===== config.mk =====
export PLATFORM = sky130hd
export DESIGN_NAME = i2s_dup_top
export DESIGN_NICKNAME = d
export VERILOG_FILES = /design/src/rtl/i2s_dup_pkg.sv /design/src/rtl/i2s_dup_mode_ctrl.sv /design/src/rtl/i2s_dup_delay.sv /design/src/rtl/i2s_dup_outmux.sv /design/src/rtl/i2s_dup_top.sv
export SDC_FILE = /design/constraint.sdc
export NUM_CORES = 1
export LEC_CHECK = 0
export ABC_AREA = 0
export BUFFER_PORTS_ARGS = -buffer_cell sky130_fd_sc_hd__buf_2
export CELL_PAD_IN_SITES_DETAIL_PLACEMENT = 0
export CELL_PAD_IN_SITES_GLOBAL_PLACEMENT = 1
export CORE_MARGIN = 8
export CORE_UTILIZATION = 31
export CTS_CLUSTER_SIZE = 14
export DETAILED_ROUTE_END_ITERATION = 10
export GPL_TIMING_DRIVEN = 0
export PLACE_DENSITY = 0.55
export SYNTH_ARGS = -nofsm -noshare
export SYNTH_HDL_FRONTEND = slang
export SYNTH_SLANG_ARGS = --single-unit

===== constraint.sdc =====
create_clock -name bclk_i -period 1.4 [get_ports bclk_i]
set_input_delay 0 -clock bclk_i [delete_from_list [all_inputs] [get_ports bclk_i]]
set_output_delay 0 -clock bclk_i [all_outputs]
set_load 0.005 [all_outputs]

===== src/rtl/i2s_dup_pkg.sv =====
// Shared types for the mono channel duplicator.
// Assumes four taps: live, half-frame, one-frame and one-and-a-half-frame lag.
package i2s_dup_pkg;

    localparam int NUM_TAPS = 4;

    typedef enum logic [1:0] {
        TAP_LIVE       = 2'd0,
        TAP_HALF       = 2'd1,
        TAP_FRAME      = 2'd2,
        TAP_FRAME_HALF = 2'd3
    } tap_e;

    // Choose the tap for one output bit from the mode, the selection and the half it belongs to.
    function automatic tap_e pick_tap(input logic coherent, input logic right_sel,
                                      input logic right_half);
        case ({coherent, right_sel})
            2'b00:   return right_half ? TAP_HALF       : TAP_LIVE;
            2'b01:   return right_half ? TAP_LIVE       : TAP_HALF;
            2'b10:   return right_half ? TAP_FRAME_HALF : TAP_FRAME;
            default: return right_half ? TAP_FRAME      : TAP_HALF;
        endcase
    endfunction

endpackage


===== src/rtl/i2s_dup_mode_ctrl.sv =====
// Synchronises the channel selection and the mode to the bit clock and loads
// them only at a frame boundary. The loaded value is forwarded in the boundary
// cycle itself, so the first bit of a frame already uses the new setting.
// Assumes both inputs are quasi-static (they change rarely and are slow
// compared with the frame rate).
module i2s_dup_mode_ctrl #(
    parameter int SYNC_STAGES = 2
) (
    input  logic clk_i,
    input  logic rst_n,
    input  logic right_sel_i,
    input  logic coherent_i,
    input  logic frame_start_i,
    output logic right_sel_o,
    output logic coherent_o
);
    localparam int TOP = SYNC_STAGES - 1;

    logic [TOP:0] sel_sync;
    logic [TOP:0] coh_sync;
    logic         sel_q;
    logic         coh_q;

    // Bring the asynchronous settings into the bit-clock domain.
    always_ff @(posedge clk_i) begin
        if (!rst_n) begin
            sel_sync <= '0;
            coh_sync <= '0;
        end else begin
            sel_sync <= {sel_sync[TOP-1:0], right_sel_i};
            coh_sync <= {coh_sync[TOP-1:0], coherent_i};
        end
    end

    // Hold the active setting and reload it only on the first bit of a frame.
    always_ff @(posedge clk_i) begin
        if (!rst_n) begin
            sel_q <= 1'b0;
            coh_q <= 1'b0;
        end else if (frame_start_i) begin
            sel_q <= sel_sync[TOP];
            coh_q <= coh_sync[TOP];
        end
    end

    assign right_sel_o = frame_start_i ? sel_sync[TOP] : sel_q;
    assign coherent_o  = frame_start_i ? coh_sync[TOP] : coh_q;

    // the active setting never moves away from a frame boundary
    assert_mode_hold_R8: assert property (@(posedge clk_i) disable iff (!rst_n)
        !frame_start_i |=> ($stable(sel_q) && $stable(coh_q)));

    // at a boundary the synchronised value becomes the active one
    assert_mode_load_R8: assert property (@(posedge clk_i) disable iff (!rst_n)
        frame_start_i |=> (sel_q == $past(sel_sync[TOP]) && coh_q == $past(coh_sync[TOP])));

endmodule


===== src/rtl/i2s_dup_delay.sv =====
// Serial delay line with taps spaced one half-frame apart. Each tap output is
// forced to 0 until enough bits have been shifted in since reset to fill that
// tap. The line does not shift during reset, so data left over from before the
// reset is never exposed.
// Assumes din_i is the registered input data bit.
module i2s_dup_delay
    import i2s_dup_pkg::*;
#(
    parameter int HALF_BITS = 32
) (
    input  logic                clk_i,
    input  logic                rst_n,
    input  logic                din_i,
    output logic [NUM_TAPS-1:0] tap_o,
    output logic [NUM_TAPS-1:0] valid_o
);
    localparam int DEPTH = (NUM_TAPS - 1) * HALF_BITS;
    localparam int CW    = $clog2(DEPTH + 1);

    logic [DEPTH-1:0] line_q;
    logic [CW-1:0]    fill_q;

    // Shift the line on every rising edge outside reset.
    always_ff @(posedge clk_i) begin
        if (rst_n) line_q <= {line_q[DEPTH-2:0], din_i};
    end

    // Count the bits shifted in since reset, saturating at the line depth.
    always_ff @(posedge clk_i) begin
        if (!rst_n)                      fill_q <= '0;
        else if (fill_q != CW'(DEPTH))   fill_q <= fill_q + CW'(1);
    end

    assign tap_o[0]   = din_i;
    assign valid_o[0] = 1'b1;

    for (genvar k = 1; k < NUM_TAPS; k++) begin : g_tap
        localparam int LAG = k * HALF_BITS;
        assign valid_o[k] = (fill_q >= CW'(LAG));
        assign tap_o[k]   = valid_o[k] & line_q[LAG-1];
    end

    // the fill count advances by one per edge until it saturates
    assert_fill_step_R7: assert property (@(posedge clk_i) disable iff (!rst_n)
        (fill_q != CW'(DEPTH)) |=> (fill_q == $past(fill_q) + CW'(1)));

    // the fill count never runs past the line depth
    assert_fill_bound_R7: assert property (@(posedge clk_i) disable iff (!rst_n)
        fill_q <= CW'(DEPTH));

endmodule


===== src/rtl/i2s_dup_outmux.sv =====
// Output multiplexer and data register. It picks one delay-line tap for each
// bit and registers it on the same rising edge the downstream device uses.
// Assumes the tap choice is already stable in the cycle it is used.
module i2s_dup_outmux
    import i2s_dup_pkg::*;
(
    input  logic                clk_i,
    input  logic                rst_n,
    input  logic [NUM_TAPS-1:0] tap_i,
    input  logic [NUM_TAPS-1:0] valid_i,
    input  tap_e                tap_sel_i,
    output logic                sd_o
);
    // Register the chosen tap; the output stays low during reset.
    always_ff @(posedge clk_i) begin
        if (!rst_n) sd_o <= 1'b0;
        else        sd_o <= tap_i[tap_sel_i];
    end

    // a tap that is not yet filled always produces a zero output bit
    assert_prime_zero_R7: assert property (@(posedge clk_i) disable iff (!rst_n)
        !valid_i[tap_sel_i] |=> !sd_o);

endmodule


===== src/rtl/i2s_dup_top.sv =====
// Mono channel duplicator for a 64-bit I2S frame. The input bits and word select
// are registered, the half each bit belongs to is worked out from the previous
// word-select sample, and one delay-line tap is chosen for each bit. Word select
// gets the same two-edge latency as the data.
// Assumes a continuous bit clock with exactly HALF_BITS clocks in each half-frame.
module i2s_dup_top
    import i2s_dup_pkg::*;
#(
    parameter int HALF_BITS   = 32,
    parameter int SYNC_STAGES = 2
) (
    input  logic bclk_i,
    input  logic rst_n,
    input  logic ws_i,
    input  logic sd_i,
    input  logic right_sel_i,
    input  logic coherent_i,
    output logic ws_o,
    output logic sd_o
);
    logic                s_d;
    logic                s_w;
    logic                s_half;
    logic                s_half_prev;
    logic                frame_start;
    logic                sel_eff;
    logic                coh_eff;
    tap_e                tap_sel;
    logic [NUM_TAPS-1:0] taps;
    logic [NUM_TAPS-1:0] tap_valid;

    // Input capture and word-select pipeline (data path, not reset).
    always_ff @(posedge bclk_i) begin
        s_d         <= sd_i;
        s_w         <= ws_i;
        s_half      <= s_w;
        s_half_prev <= s_half;
        ws_o        <= s_w;
    end

    // The first bit of a left half follows a bit of a right half.
    assign frame_start = !s_half && s_half_prev;
    assign tap_sel     = pick_tap(coh_eff, sel_eff, s_half);

    i2s_dup_mode_ctrl #(.SYNC_STAGES(SYNC_STAGES)) u_ctrl (
        .clk_i        (bclk_i),
        .rst_n        (rst_n),
        .right_sel_i  (right_sel_i),
        .coherent_i   (coherent_i),
        .frame_start_i(frame_start),
        .right_sel_o  (sel_eff),
        .coherent_o   (coh_eff)
    );

    i2s_dup_delay #(.HALF_BITS(HALF_BITS)) u_delay (
        .clk_i  (bclk_i),
        .rst_n  (rst_n),
        .din_i  (s_d),
        .tap_o  (taps),
        .valid_o(tap_valid)
    );

    i2s_dup_outmux u_mux (
        .clk_i    (bclk_i),
        .rst_n    (rst_n),
        .tap_i    (taps),
        .valid_i  (tap_valid),
        .tap_sel_i(tap_sel),
        .sd_o     (sd_o)
    );

    // output word select trails the input by exactly two edges
    assert_ws_align_R1: assert property (@(posedge bclk_i) disable iff (!rst_n)
        ws_o == $past(ws_i, 2));

endmodule


==> results of run 1 <==
==> critical path: cells and delay by family (launching register included) <==
family	cells	cell delay, ps
AO/OA/AOI/OAI	1	390
flip-flops	1	350
AND/OR/NAND/NOR	2	250
multiplexers	1	210
buffers and inverters	1	150
==> per-stage QoR <==
| step | util (%) | power (mW) |
|---|---|---|
| floorplan | - | 4.03 |
| global placement | 33.6 | 4.13 |
| detailed placement | 33.9 | 4.14 |
| CTS | 39.9 | 8.54 |
| global route | 40.0 | 8.70 |
| finish | 40.0 | 8.41 |
==> placed cells by master, fill, tap and decap left out, types with 2 or more instances in the layout <==
master,Yosys,final
nor2b_1,2,2
ha_1,2,2
a21boi_0,2,2
or3_1,2,2
clkinv_2,0,5
inv_1,4,4
xnor2_1,3,3
clkbuf_1,1,2
clkbuf_16,0,17
dfxtp_1,18,16
buf_4,0,3
o21ai_0,3,3
bufinv_16,0,4
mux2i_1,3,2
edfxtp_1,96,96
buf_2,0,6
nand3_1,4,4
and2_1,6,6
nand2_1,6,6
nor2_1,6,6
dlygate4sd3_1,0,5
clkinv_1,0,4
==> cells by family after synthesis <==
logic type      synth area share, %
compound gates                 1.63
xor+xnor                      0.972
fa+ha+maj                     0.694
buf+inv                       0.520
flops                          90.0
mux                            1.46
simple gates                   4.76
==> area by class of cell <==
class / count / area (µm²) / share of cell area [%]
clock buffer: 18 / 429 / 9.44
clock inverter: 14 / 169 / 3.71
multi-input combinational: 49 / 374 / 8.23
inverter: 4 / 15.0 / 0.330
sequential: 114 / 3250 / 71.4
tap: 143 / 179 / 3.93
buffer: 1 / 3.75 / 0.0825
timing repair buffer: 15 / 130 / 2.86
==> layer usage <==
layer	share of wire, %	global-route usage [%]	wire (µm)
met1	53	10.0	2560
met2	38	7.90	1830
met3	4.7	4.17	225
met4	3.6	7.00	172
met5	0	0	0
==> registers in the layout (all words and copies together), names as in the netlist <==
signal and count:
s_half_prev 1, s_half 1, u_delay.fill_q 7, s_d 1, u_ctrl.sel_sync 2, u_ctrl.sel_q 1, s_w 1, u_mux.sd_o 1
u_ctrl.coh_sync 2, u_delay.line_q 96, u_ctrl.coh_q 1
==> power breakdown <==
part	switching (mW)	internal, mW	total (mW)
clock network	1.39	2.93	4.32
logic	0.0860	0.0584	0.144
registers	0.0635	3.88	3.95
total	1.54	6.87	8.41
==> path summary, 6_finish.rpt <==
kind / depth (start not counted) / slack [ps] / end / start
worst max-delay path: 5 / -80 / u_mux.sd_o$_SDFF_PN0_ / s_half$_DFF_P_
worst min-delay path: 2 / 240 / s_d$_DFF_P_ / sd_i
worst min register to register: 0 / 320 / s_half$_DFF_P_ / s_w$_DFF_P_
worst max register to register: 5 / -80 / u_mux.sd_o$_SDFF_PN0_ / s_half$_DFF_P_
==> repair_timing <==
item                       CTS  global route
hold buffers                 5             0
hold endpoints to repair    22             0
pin swaps                    1             1
buffers inserted             1             1
resized for setup            6             2
setup endpoints to repair    1             2
==> metrics.md, run 1 <==
| Metric | Value |
|---|---|
| All-layer global routing usage | `7.48%` |
| Pin count of the biggest net entering global routing | `82` |
| Slew margin rel. | `74.0%` |
| Share of cells above drive strength 1 | `21.9%` |
| Register area share after synthesis | `90.0%` |
| First-pass GRT wire length | `7820 µm` |
| Type of the tightest min-delay check | `input port to flop` |
| CTS HTree Levels | `4` |
| Setup TNS | `-81.4 ps` |
| Worst EP required | `1670 ps` |
| Synth top cells by count | `96 x edfxtp_1, 18 x dfxtp_1, 6 x and2_1, 6 x nand2_1, 6 x nor2_1` |
| Slowest CP cell | `a2111oi_2` |
| Syn_area_per_cell | `21.5 µm²` |
| CP arrival | `1750 ps` |
| Fmax | `0.675 GHz` |
| Post-Syn Nets | `176` |
| Routability cong. | `0.668` |
| Detail Route Antenna Nets | `0` |
| Critical path launch point type | `flop` |
| YS warnings | `0` |
| Synth-to-layout area growth | `26.2%` |
| Final hold slack | `236 ps` |
| Failing checks | `negative setup slack` |
| Via density | `4.12` |
| Top cells by area, synth | `edfxtp_1 80%, dfxtp_1 10%, and2_1 1.0%, mux2i_1 0.83%, xnor2_1 0.73%` |
| Inst Count DP | `319` |
| Initial antenna violation count | `0` |
| Final WL | `4780 µm` |
| First DRT Iteration DRCs | `125` |
| Die width | `124 µm` |
| Layout Cells excl Fill | `358` |
| Worst-Skew Late Latency | `400 ps` |
| Worst-path fanout max | `5` |
| Setup slack at placement | `-149 ps` |
| Port buffer count | `7` |
| Post-synth EDFFs | `96` |
| Vias | `1474` |
| Number of global-route vias before repair | `1434` |
| Cell at the root of the clock tree | `clkbuf_16` |
| Drt pass-1 iters | `4` |
| Final instance area | `4550 µm²` |
| Top Ports | `8` |
| Max VDD drop | `0.00113 V` |
| Clock Pin Slew Worst Setup and Hold Paths | `50 ps` |
| Core Footprint | `11400 µm²` |
| Share of the synthesized area in the top cell type | `80.0%` |
| # fillers | `1018` |
| CTS tree | `yes` |
| Fin crit share | `106%` |
| Fin worst setup slack | `-81.4 ps` |
| Bufs on Longest Clock Path | `2` |
| Minimum clock period | `1480 ps` |
| RSZ-0062 raised after global routing | `yes` |
| Cell Chain, Critical Path | `nand2b_4 > mux2i_4 > buf_4 > a2111oi_2 > nor3_2` |
| Hpwl dp | `2210 µm` |
| Cell with the most instances after synthesis | `edfxtp_1` |
| Initial cell density of the core | `31.7%` |
| Slowest Stage Delay on Critical Path | `390 ps` |
| Syn Inst Count | `168` |
| Avg WL per Cell | `13.4 µm` |
| WS Path Type | `flop to flop` |
| Outcome | `finished with violations` |
| Netlist cell types | `25` |
| Top FF cell, synth | `edfxtp_1` |
| Placed cell area | `3850 µm²` |
| Slew Viols, Final | `0` |
| Post-Syn Area | `3600 µm²` |
| Power per cell area | `1850 nW/µm²` |
| Async SR Flop Fraction | `0%` |
| Core Rows | `39` |
| Die Ht | `124 µm` |
| Diode count | `0` |
| Nets | `210` |
| Die area | `15300 µm²` |
| Clock sink count | `114` |
| Pleak | `1.60 nW` |
| Max Cap Viol | `0` |
| Synth Register Bits | `114` |
| Slew @ Worst Pin | `389 ps` |
| Final setup fails | `1` |
| DRC Markers | `0` |
| Total grt overflow | `0` |
| Final Hold Fails | `0` |
| Final Skew | `5.06 ps` |
| Synth area leader | `edfxtp_1` |
| Setup crit end kind | `flop` |
| Num CTS Buffers | `17` |
No activity file was read; power rests on OpenSTA's default activity.
==> run 2, diff against run 1 <==
--- a/config.mk
+++ b/config.mk
@@ -14,7 +14,7 @@
 export CTS_CLUSTER_SIZE = 14
 export DETAILED_ROUTE_END_ITERATION = 10
 export GPL_TIMING_DRIVEN = 0
-export PLACE_DENSITY = 0.55
+export PLACE_DENSITY = 0.51
 export SYNTH_ARGS = -nofsm -noshare
 export SYNTH_HDL_FRONTEND = slang
 export SYNTH_SLANG_ARGS = --single-unit
==> constraint.sdc (replaced) <==
create_clock -name bclk_i -period 1.4 [get_ports bclk_i]
set_input_delay 0.21 -clock bclk_i [delete_from_list [all_inputs] [get_ports bclk_i]]
set_output_delay 0.21 -clock bclk_i [all_outputs]
set_load 0.005 [all_outputs]
==> run 2 against run 1 <==
  * The flow still finishes with violations (negative setup slack)
  * Clock power fell by 4%
  * Critical path depth did not move
  * Maximum frequency rose by 3.8%
  * Global-route usage fell by 0.47 points
  * Wire length fell by 1.7%
  * First-iteration DRC count rose by 12%
  * Sequential share of layout area rose by 0.40 points
  * Non-clock buffer count fell by 2
  * Die area did not move
  * Worst setup slack improved by 54 ps
  * Critical endpoint unchanged
  * Highest routed layer unchanged
==> metrics.md, run 2 (synthesized netlist as in run 1, its figures left out) <==
| Metric | Value |
|---|---|
| Outcome | `finished with violations` |
| Failing checks | `negative setup slack` |
| Worst hold start | `right_sel_i` |
| Crit Reg-Reg Endpoint | `u_mux.sd_o$_SDFF_PN0_` |
| WS Path Type | `flop to flop` |
| CTS tree | `yes` |
| Critical path launch point type | `flop` |
| Worst-Skew Late Latency | `400 ps (about the same)` |
| Core Footprint | `11400 µm² (unchanged)` |
| CTS HTree Levels | `4 (unchanged)` |
| Slowest Stage Delay on Critical Path | `340 ps (-50 ps)` |
| Avg WL per Cell | `13.2 µm (-1.1%)` |
| Fin worst setup slack | `-27.4 ps (+54.0 ps)` |
| Clock sink count | `114 (unchanged)` |
| Setup crit start | `s_half$_DFF_P_` |
| # fillers | `1022 (+0.39%)` |
| Bufs on Longest Clock Path | `2 (unchanged)` |
| Initial antenna violation count | `0 (unchanged)` |
| First-pass GRT wire length | `7770 µm (-0.61%)` |
| Max Cap Viol | `0 (unchanged)` |
| Worst EP required | `1710 ps (+40 ps)` |
| DRC Markers | `0 (unchanged)` |
| Final Skew | `6.56 ps (+1.50 ps)` |
| All-layer global routing usage | `7.01% (-0.47 points)` |
| Final Hold Fails | `0 (unchanged)` |
| Reg2reg start | `s_half$_DFF_P_` |
| Top Registers | `u_delay.line_q (96), u_delay.fill_q (7)` |
| Commonest non-fill, non-tap cell in the layout | `edfxtp_1` |
| Slew margin rel. | `70.3% (-3.8 points)` |
| Nets | `208 (-0.95%)` |
| Power per cell area | `1820 nW/µm² (-1.8%)` |
| First DRT Iteration DRCs | `140 (+12%)` |
| Hold path depth | `2 (unchanged)` |
| CP arrival | `1740 ps (about the same)` |
| Slew Viols, Final | `0 (unchanged)` |
| Initial cell density of the core | `31.7% (unchanged)` |
| Minimum clock period | `1430 ps (-54.0 ps)` |
| Pin count of the biggest net entering global routing | `54 (-34%)` |
| Detail Route Antenna Nets | `0 (unchanged)` |
| Synth-to-layout area growth | `25.5%` |
| Slowest CP cell | `dfxtp_4` |
| Setup crit end kind | `flop` |
| R2r setup slk | `-30 ps (+50 ps)` |
| Max VDD drop | `0.00119 V (+5.3%)` |
| Pleak | `1.58 nW (-1.5%)` |
| R2R depth | `5 (unchanged)` |
| Die Ht | `124 µm (unchanged)` |
| Core Rows | `39 (unchanged)` |
| Die area | `15300 µm² (unchanged)` |
| Hold Path End | `u_ctrl.sel_sync[0]$_SDFF_PN0_` |
| Top Ports | `8 (unchanged)` |
| Reg area | `3250 µm² (unchanged)` |
| Drt pass-1 iters | `4 (unchanged)` |
| RSZ-0062 raised after global routing | `yes` |
| Hpwl dp | `2270 µm (+2.7%)` |
| Final WL | `4700 µm (-1.7%)` |
| Fmax | `0.701 GHz (+3.8%)` |
| Final setup fails | `1 (unchanged)` |
| Routability cong. | `0.650 (-2.7%)` |
| Inst Count DP | `319 (unchanged)` |
| Worst-path fanout max | `5 (unchanged)` |
| Diode count | `0 (unchanged)` |
| Area of the multi-input gates | `380 µm² (+1.7%)` |
| Total grt overflow | `0 (unchanged)` |
| Share of cells above drive strength 1 | `24.9% (+3.0 points)` |
| Cell at the root of the clock tree | `clkbuf_16` |
| Fin crit share | `102% (-3.9 points)` |
| Largest Register | `u_delay.line_q` |
| Via density | `4.12 (about the same)` |
| Number of global-route vias before repair | `1477 (+3.0%)` |
| Setup slack at placement | `-460 ps (-311 ps)` |
| Cell Chain, Critical Path | `nand2b_4 > mux2i_4 > mux2i_2 > a2111oi_4 > nor3_2` |
| Clock Pin Slew Worst Setup and Hold Paths | `60 ps (about the same)` |
| Port buffer count | `7 (unchanged)` |
| Layout Cells excl Fill | `356 (-0.56%)` |
| Most frequent cells in the layout | `96 x edfxtp_1, 17 x clkbuf_16, 16 x dfxtp_1` |
| Largest register FFs | `96 (unchanged)` |
| Slew @ Worst Pin | `446 ps (+56.7 ps)` |
| Die width | `124 µm (unchanged)` |
| Vias | `1465 (-0.61%)` |
| Setup TNS | `-27.4 ps (+54.0 ps)` |
| Type of the tightest min-delay check | `input port to flop` |
| Num CTS Buffers | `17 (unchanged)` |
[run 2: cell types whose count changed in the layout (fill, tap and decap cells not counted), sizes merged]
cell,before,now
clkinv,10,5
clkinvlp,0,4
inv,4,8
bufinv,4,2
dlygate4sd3,5,3
clkbuf,19,18
[run 2: worst max path at each step]
| stage | cells past startpoint | endpoint | slack, ps |
|---|---|---|---|
| 6_report | 5 | u_mux.sd_o$_SDFF_PN0_ | -30 |
| 5_1_grt | 5 | u_mux.sd_o$_SDFF_PN0_ | -100 |
| 4_1_cts | 5 | u_mux.sd_o$_SDFF_PN0_ | -60 |
| 3_5_place_dp | 5 | u_mux.sd_o$_SDFF_PN0_ | -460 |
| 3_3_place_gp | 4 | u_mux.sd_o$_SDFF_PN0_ | -1270 |
| 2_1_floorplan | 5 | u_mux.sd_o$_SDFF_PN0_ | 10 |
[run 2: routing by layer]
metal  vias up  GRT usage (%)  routed length [µm]
met3         4           3.58                 211
met2        20           8.37                1920
li1        712              -                   -
met1       729           9.66                2530
met5         -              0                   0
met4         0           4.29                  40
[run 2: where the power goes]
part	switching [mW]	internal, mW	total, mW
clock network	1.50	2.63	4.13
logic	0.0878	0.0574	0.145
registers	0.0625	3.88	3.94
[run 2: area by class of cell]
class / instances / area share (%)
plain buffers: 1 / 0.0830
clock buffers: 17 / 9.41
clock inverters: 15 / 3.49
inverters: 4 / 0.332
multi-input cells: 49 / 8.41
flip-flops and latches: 114 / 71.8
well taps: 143 / 3.96
repair buffers: 13 / 2.52
[run 2: repair_timing]
action	CTS	global route
pin swaps	2	1
setup buffers	2	0
hold buffers	3	0
endpoints found under the setup margin	1	5
hold endpoints to repair	3	0
gates resized for setup	7	3
[run 2: worst max-delay path, delay by kind of cell, from the launching register on]
family / cells / cell delay [ps]
multiplexers: 2 / 620
AO/OA/AOI/OAI: 1 / 110
AND/OR/NAND/NOR: 2 / 270
flip-flops: 1 / 340
[run 2: metrics by stage]
step	hold WS, ps	total power [mW]	area (µm²)	util [%]
after floorplan	238	4.03	3610	-
after global placement	312	4.13	3820	33.6
after detailed placement	314	4.14	3850	33.9
after CTS	0.274	8.34	4510	39.7
after global routing	25.0	8.50	4520	39.8
final	17.3	8.22	4520	39.8
